$ cat src/rtl/tbf_pkg.sv
package tbf_pkg;

  // Frame sequencer states
  typedef enum logic [2:0] {
    ST_IDLE,
    ST_LEAD,
    ST_HIGH,
    ST_LOW,
    ST_GAP
  } tx_state_t;

  // Smallest legal values, in system clocks
  localparam int MIN_HALF_CYC      = 1;
  localparam int MIN_SYNC_HIGH_CYC = 2;
  localparam int MIN_EOF_CYC       = 2;

  function automatic int max_int(input int a, input int b);
    return (a > b) ? a : b;
  endfunction

  // Bits needed to hold values 0..v
  function automatic int counter_bits(input int v);
    return (v < 2) ? 1 : $clog2(v + 1);
  endfunction

  // Frame-select high time after a full frame when the next start waits
  function automatic int gap_high_cycles(input int half, input int sync_hi, input int eof);
    return max_int(max_int(sync_hi, eof - half), 2);
  endfunction

endpackage

$ cat src/rtl/tbf_half_timer.sv
module tbf_half_timer import tbf_pkg::*; #(
  parameter int HALF_CYC = 3
) (
  input  logic clk,
  input  logic rst_n,
  input  logic run_i,
  output logic half_done_o
);

  localparam int CW = counter_bits(HALF_CYC);
  localparam logic [CW-1:0] END_V = CW'(HALF_CYC - 1);

  logic [CW-1:0] cnt_q;

  assign half_done_o = run_i && (cnt_q == END_V);

  always_ff @(posedge clk or negedge rst_n) begin
    if (!rst_n)                    cnt_q <= '0;
    else if (!run_i || half_done_o) cnt_q <= '0;
    else                           cnt_q <= cnt_q + 1'b1;
  end

endmodule

$ cat src/rtl/tbf_word_shifter.sv
module tbf_word_shifter #(
  parameter int BYTE_W    = 8,
  parameter int NUM_BYTES = 3
) (
  input  logic                          clk,
  input  logic                          rst_n,
  input  logic                          load_i,
  input  logic                          shift_i,
  input  logic                          mirror_i,
  input  logic [BYTE_W*NUM_BYTES-1:0]   word_i,
  output logic                          msb_o
);

  localparam int WORD_W = BYTE_W * NUM_BYTES;

  logic [WORD_W-1:0] mirrored;
  logic [WORD_W-1:0] load_val;
  logic [WORD_W-1:0] sr_q;

  // Reverse bits inside every byte, byte order kept
  for (genvar b = 0; b < NUM_BYTES; b++) begin : g_byte
    for (genvar i = 0; i < BYTE_W; i++) begin : g_bit
      assign mirrored[b*BYTE_W + i] = word_i[b*BYTE_W + BYTE_W - 1 - i];
    end
  end

  assign load_val = mirror_i ? mirrored : word_i;
  assign msb_o    = sr_q[WORD_W-1];

  always_ff @(posedge clk or negedge rst_n) begin
    if (!rst_n)       sr_q <= '0;
    else if (load_i)  sr_q <= load_val;
    else if (shift_i) sr_q <= {sr_q[WORD_W-2:0], 1'b0};
  end

endmodule

$ cat src/rtl/tbf_gap_guard.sv
module tbf_gap_guard import tbf_pkg::*; #(
  parameter int SYNC_HIGH_CYC = 7,
  parameter int EOF_CYC       = 13
) (
  input  logic clk,
  input  logic rst_n,
  input  logic last_fall_i,   // 24th falling serial clock edge happens at this edge
  input  logic sync_rise_i,   // frame select rises at this edge
  input  logic abort_i,       // frame cut short: end-of-frame spacing waived
  output logic gap_ok_o
);

  localparam int LIM = max_int(SYNC_HIGH_CYC, EOF_CYC);
  localparam int CW  = counter_bits(LIM);
  localparam logic [CW-1:0] LIM_V    = CW'(LIM);
  localparam logic [CW-1:0] HI_NEED  = CW'(SYNC_HIGH_CYC - 1);
  localparam logic [CW-1:0] EOF_NEED = CW'(EOF_CYC - 1);

  logic [CW-1:0] hi_cnt_q;
  logic [CW-1:0] eof_cnt_q;

  // Counts equal edges elapsed since the event; the exit edge adds one more
  assign gap_ok_o = (hi_cnt_q >= HI_NEED) && (eof_cnt_q >= EOF_NEED);

  always_ff @(posedge clk or negedge rst_n) begin
    if (!rst_n) begin
      hi_cnt_q  <= LIM_V;
      eof_cnt_q <= LIM_V;
    end else begin
      if (sync_rise_i)           hi_cnt_q <= CW'(1);
      else if (hi_cnt_q != LIM_V) hi_cnt_q <= hi_cnt_q + 1'b1;

      if (abort_i)                eof_cnt_q <= LIM_V;
      else if (last_fall_i)       eof_cnt_q <= CW'(1);
      else if (eof_cnt_q != LIM_V) eof_cnt_q <= eof_cnt_q + 1'b1;
    end
  end

endmodule

$ cat src/rtl/tri_byte_frame_tx.sv
module tri_byte_frame_tx import tbf_pkg::*; #(
  parameter int HALF_CYC      = 3,
  parameter int SYNC_HIGH_CYC = 7,
  parameter int EOF_CYC       = 13,
  parameter int BYTE_W        = 8,
  parameter int NUM_BYTES     = 3
) (
  input  logic                        clk,
  input  logic                        rst_n,
  input  logic                        start_i,
  input  logic [BYTE_W*NUM_BYTES-1:0] word_i,
  input  logic                        mirror_i,
  input  logic                        abort_i,
  output logic                        ready_o,
  output logic                        sync_n_o,
  output logic                        sclk_o,
  output logic                        sdata_o
);

  localparam int WORD_W = BYTE_W * NUM_BYTES;
  localparam int BIT_CW = counter_bits(WORD_W);
  localparam logic [BIT_CW-1:0] LAST_BIT = BIT_CW'(WORD_W);
  localparam logic [BIT_CW-1:0] PENULT   = BIT_CW'(WORD_W - 1);

  // Build-time checks of the timing parameters
  if (HALF_CYC < MIN_HALF_CYC) begin : g_bad_half
    $error("HALF_CYC below minimum");
  end
  if (SYNC_HIGH_CYC < MIN_SYNC_HIGH_CYC) begin : g_bad_sync
    $error("SYNC_HIGH_CYC below minimum");
  end
  if (EOF_CYC < MIN_EOF_CYC) begin : g_bad_eof
    $error("EOF_CYC below minimum");
  end

  tx_state_t         state_q, state_d;
  logic [BIT_CW-1:0] bit_cnt_q;
  logic              sync_n_q;
  logic              sclk_q;

  // Named internal events
  logic in_frame, half_done, accept, bits_all, abort_take;
  logic rise_evt, shift_evt, fall_evt, last_fall, frame_end, sync_rise, gap_ok;

  assign in_frame   = (state_q == ST_LEAD) || (state_q == ST_HIGH) || (state_q == ST_LOW);
  assign accept     = (state_q == ST_IDLE) && start_i;
  assign bits_all   = (bit_cnt_q == LAST_BIT);
  assign abort_take = abort_i && in_frame && !((state_q == ST_LOW) && bits_all);
  assign rise_evt   = !abort_take && half_done &&
                      ((state_q == ST_LEAD) || ((state_q == ST_LOW) && !bits_all));
  assign shift_evt  = rise_evt && (state_q == ST_LOW);
  assign fall_evt   = !abort_take && half_done && (state_q == ST_HIGH);
  assign last_fall  = fall_evt && (bit_cnt_q == PENULT);
  assign frame_end  = half_done && (state_q == ST_LOW) && bits_all;
  assign sync_rise  = frame_end || abort_take;

  tbf_half_timer #(.HALF_CYC(HALF_CYC)) u_timer (
    .clk         (clk),
    .rst_n       (rst_n),
    .run_i       (in_frame),
    .half_done_o (half_done)
  );

  tbf_word_shifter #(.BYTE_W(BYTE_W), .NUM_BYTES(NUM_BYTES)) u_shift (
    .clk      (clk),
    .rst_n    (rst_n),
    .load_i   (accept),
    .shift_i  (shift_evt),
    .mirror_i (mirror_i),
    .word_i   (word_i),
    .msb_o    (sdata_o)
  );

  tbf_gap_guard #(.SYNC_HIGH_CYC(SYNC_HIGH_CYC), .EOF_CYC(EOF_CYC)) u_guard (
    .clk         (clk),
    .rst_n       (rst_n),
    .last_fall_i (last_fall),
    .sync_rise_i (sync_rise),
    .abort_i     (abort_take),
    .gap_ok_o    (gap_ok)
  );

  always_comb begin
    state_d = state_q;
    unique case (state_q)
      ST_IDLE: if (accept) state_d = ST_LEAD;
      ST_LEAD, ST_HIGH, ST_LOW: begin
        if (abort_take)     state_d = ST_GAP;
        else if (rise_evt)  state_d = ST_HIGH;
        else if (fall_evt)  state_d = ST_LOW;
        else if (frame_end) state_d = ST_GAP;
      end
      ST_GAP:  if (gap_ok) state_d = ST_IDLE;
      default: state_d = ST_IDLE;
    endcase
  end

  always_ff @(posedge clk or negedge rst_n) begin
    if (!rst_n) begin
      state_q   <= ST_IDLE;
      bit_cnt_q <= '0;
      sync_n_q  <= 1'b1;
      sclk_q    <= 1'b0;
    end else begin
      state_q <= state_d;

      if (accept)        bit_cnt_q <= '0;
      else if (fall_evt) bit_cnt_q <= bit_cnt_q + 1'b1;

      if (accept)         sync_n_q <= 1'b0;
      else if (sync_rise) sync_n_q <= 1'b1;

      if (abort_take || fall_evt) sclk_q <= 1'b0;
      else if (rise_evt)          sclk_q <= 1'b1;
    end
  end

  assign ready_o  = (state_q == ST_IDLE);
  assign sync_n_o = sync_n_q;
  assign sclk_o   = sclk_q;

endmodule

$ cat config.mk
export PLATFORM = sky130hd
export DESIGN_NAME = tri_byte_frame_tx
export DESIGN_NICKNAME = d
export VERILOG_FILES = /design/src/rtl/tbf_pkg.sv /design/src/rtl/tbf_half_timer.sv /design/src/rtl/tbf_word_shifter.sv /design/src/rtl/tbf_gap_guard.sv /design/src/rtl/tri_byte_frame_tx.sv
export SDC_FILE = /design/constraint.sdc
export NUM_CORES = 1
export LEC_CHECK = 0
export BUFFER_PORTS_ARGS = -buffer_cell sky130_fd_sc_hd__buf_2
export CORE_ASPECT_RATIO = 1.2
export CORE_MARGIN = 3
export CORE_UTILIZATION = 50
export DETAILED_ROUTE_END_ITERATION = 7
export GPL_ROUTABILITY_DRIVEN = 0
export PLACE_DENSITY = 0.71
export SYNTH_ARGS = -nofsm -noshare
export SYNTH_HDL_FRONTEND = slang
export SYNTH_SLANG_ARGS = --single-unit
$ cat constraint.sdc
create_clock -name clk -period 5.7 [get_ports clk]
set_clock_uncertainty 0.1 [all_clocks]
set_input_delay 0.285 -clock clk [delete_from_list [all_inputs] [get_ports clk]]
set_output_delay 0.285 -clock clk [all_outputs]
set_load 0.01 [all_outputs]
==> out/results.tsv <==
metric	value	unit
met3 Track Usage GR	0.02892	
Die H	83.56	µm
number of flops mapped to enable cells by yosys	0	
final non-filler cell total	357	
reg2reg setup slack	3.55	ns
Layout Nets	335	
number of distinct standard cells referenced by the synthesized netlist	45	
CTS tree	built	
met2 Resource Use GR	0.2581	
RSZ-0062 raised after global routing	false	
Async SR Flop Fraction	1.000	
number of primary I/O pins	33	
top fanout value on the critical path	7	
root buffer cell	clkbuf_8	
floorplan die area	0.005901	mm²
worst path bufs/invs	1	
Final Hold Viols	0	
post-layout instance area	0.002748	mm²
leakage power	1.299	nW
worst reg2reg path endpoint	u_guard.eof_cnt_q[1]	
post-cts resize count	0	
Seq cells post-synth	44	
DR iter-0 viols	104	
ys flop type	dfrtp_1	
peak per-stage delay on the critical path	0.43	ns
synthesized netlist net count	311	
count of fill cells added during filler insertion	449	
category of the worst setup path launch point	flop	
level count of the clock H-tree	2	
All-Layer GR Usage	0.1605	
cell total after placement	349	
Syn-to-layout area delta	9.636	%
post-route clock period utilization	0.3766	
floorplan die width	70.63	µm
normalized max-slew margin	0.3584	
final-layout setup total negative slack	0	ns
Crit Path Category	reg -> reg	
post-CTS setup-driven buffer insertion count	0	
number of instances in the synthesized netlist	274	
sequence of cells on the critical path	inv_1 > ha_1 > or3b_4 > nor3b_4 > nand4_1 > o2111a_1	
initial antenna violation count	0	
vias per cell	5.465	
R2R depth	6	
worst voltage drop across the vdd grid	0.2472	mV
required time of the critical path	5.79	ns
gr busiest metal	met2	
Placed Area	0.002666	mm²
endpoint arrival time on the critical path	2.23	ns
DR pass1 iterations	4	
routed wire length	4462	µm
effective utilization at floorplan	0.5299	
fraction of the yosys area taken by sequential cells	0.4428	
number of diodes added for antenna fixing	0	
area occupied by multi-input gates	0.001271	mm²
post-synthesis cell type with the largest combined area	dfrtp_1	
number of buffers added to fix hold violations after cts	0	
top area cells in the synthesized netlist	dfrtp_1 37%, mux2i_1 11%, nand2_1 8.2%, dfstp_2 7.3%, o21ai_0 5.4%	
clock-pin slew on the worst setup and hold paths	0.08	ns
run status	finished, final reports clean	
global routing met1 resource utilization	0.2174	
clock period minus final worst setup slack	2.146	ns
Reg area	0.001110	mm²
r2r startpoint	u_timer.cnt_q[0]	
vias	1951	
kind of cell with the highest combined delay on the critical path	simple AND/OR/NAND/NOR gates	
mean instance size in the synthesized netlist	9.147	µm²
mean routed wirelength per cell	12.50	µm
PwrDens	436.5	mW/mm²
Core Footprint	0.004730	mm²
Least-Margin Pin Slew	0.9624	ns
post-route ant nets	0	
mapped cell area	0.002506	mm²
first-pass GRT wire length	8004	µm
number of violations of the max-capacitance limit	0	
detailed-placement wirelength estimate	3064	µm
timing-limited maximum frequency	0.4659	GHz
number of sinks on the clock net	44	
clock latency reported for the late side of the worst-skew pair	0.29	ns
vias in the first global route	1828	
ratio of cells with drive above 1 in the final layout	0.1806	
number of placement rows	27	
residual overflow from global routing	0	
maximum number of pins on one net before global-route repair	54	
total number of yosys warnings	0	
total count of max-transition violations in the final report	0	
# setup viols final	0	
cell with the largest stage delay on the worst path	or3b_4	
Max clock buf depth	2	
CTS buffer count	5	
area share of the largest cell type after synthesis	0.3694	
worst hold-check path type	in -> async	
number of buffer cells added on primary ports	32	
Setup crit end kind	flop	
Remaining DRCs	0	
## sequential cells by signal, summed over array words and instances (netlist names)
name,flops
sync_n_o,1
u_timer.cnt_q,2
u_shift.sr_q,24
u_guard.hi_cnt_q,4
u_guard.eof_cnt_q,4
bit_cnt_q,5
sclk_o,1
state_q,3
## through the flow
stage	total power, W	setup WS [ns]	hold WS (ns)	utilization
2_1_floorplan	0.0009228	3.786	-0.1106	-
3_3_place_gp	0.001008	3.627	0.3197	0.5638
3_5_place_dp	0.001026	3.575	0.3274	0.5638
4_1_cts	0.001217	3.556	0.07135	0.5810
5_1_grt	0.001316	3.453	0.1198	0.5810
6_report	0.001199	3.554	0.03482	0.5810
## power breakdown
group	leakage [nW]	switching, W	total [W]	internal [W]
clock network	0.0422	0.000100	0.000186	0.0000861
registers	0.551	0.0000988	0.000551	0.000452
logic	0.705	0.000260	0.000462	0.000203
## cell usage after synthesis (2+ instances only)
master    count
clkbuf_1      4
buf_2        10
xor2_1        2
ha_1          8
nand2_1      55
a211oi_1      2
nand3_1       8
dfstp_2       7
nor2_1       11
nand2b_1      2
nand4_1       3
o21ai_0      27
nor4_1        2
inv_1        10
o21ai_1      24
buf_4         3
xnor2_1       4
dfrtp_1      37
mux2i_1      27
a21oi_1       3
## cell type report
type	instances	area share
clock buffers	7	0.02778
clock inverters	1	0.001821
inverters	10	0.01366
multi-input cells	203	0.4627
flip-flops and latches	44	0.4039
well taps	58	0.02641
repair buffers	34	0.06375
## cells by family (layout without fill, tap and decap cells)
kind of cell               Yosys count  in the layout  synth area share
AOI/OAI and AO/OA                   67             67            0.1558
xor gates and xnor gates             6              6           0.02097
adders and majority gates            8              8           0.03994
buffers and inverters               27             52           0.04993
DFF                                 44             44            0.4428
muxes                               28             28            0.1123
and+or+nand+nor                     94             94            0.1782
## worst max-delay path by stage
stage / from / end / slack (ns) / cells after the start
3_3_place_gp: u_timer.cnt_q[0] / u_guard.eof_cnt_q[1] / 3.63 / 6
3_5_place_dp: u_timer.cnt_q[0] / u_guard.eof_cnt_q[1] / 3.58 / 6
2_1_floorplan: u_timer.cnt_q[0] / u_guard.eof_cnt_q[1] / 3.79 / 6
5_1_grt: u_timer.cnt_q[0] / u_guard.eof_cnt_q[1] / 3.45 / 6
6_report: u_timer.cnt_q[0] / u_guard.eof_cnt_q[1] / 3.55 / 6
4_1_cts: u_timer.cnt_q[0] / u_guard.eof_cnt_q[1] / 3.56 / 6
## cells in the final DEF (no fill, tap or decap), drive strengths merged, types with 2 or more instances in the layout
master | synthesis | routed
a211oi | 2 | 2
a21oi | 3 | 3
buf | 13 | 34
clkbuf | 4 | 7
dfrtp | 37 | 37
dfstp | 7 | 7
ha | 8 | 8
inv | 10 | 10
mux2i | 27 | 27
nand2 | 55 | 55
nand2b | 2 | 2
nand3 | 8 | 8
nand4 | 3 | 3
nor2 | 12 | 12
nor3 | 2 | 2
nor4 | 2 | 2
o21ai | 51 | 51
xnor2 | 4 | 4
xor2 | 2 | 2
## layer usage
layer	up-vias	wire length, µm
met5	-	0
met4	0	34
met3	4	136
met2	24	2085
met1	931	2206
li1	992	-
No activity file was read; power rests on OpenSTA's default activity.
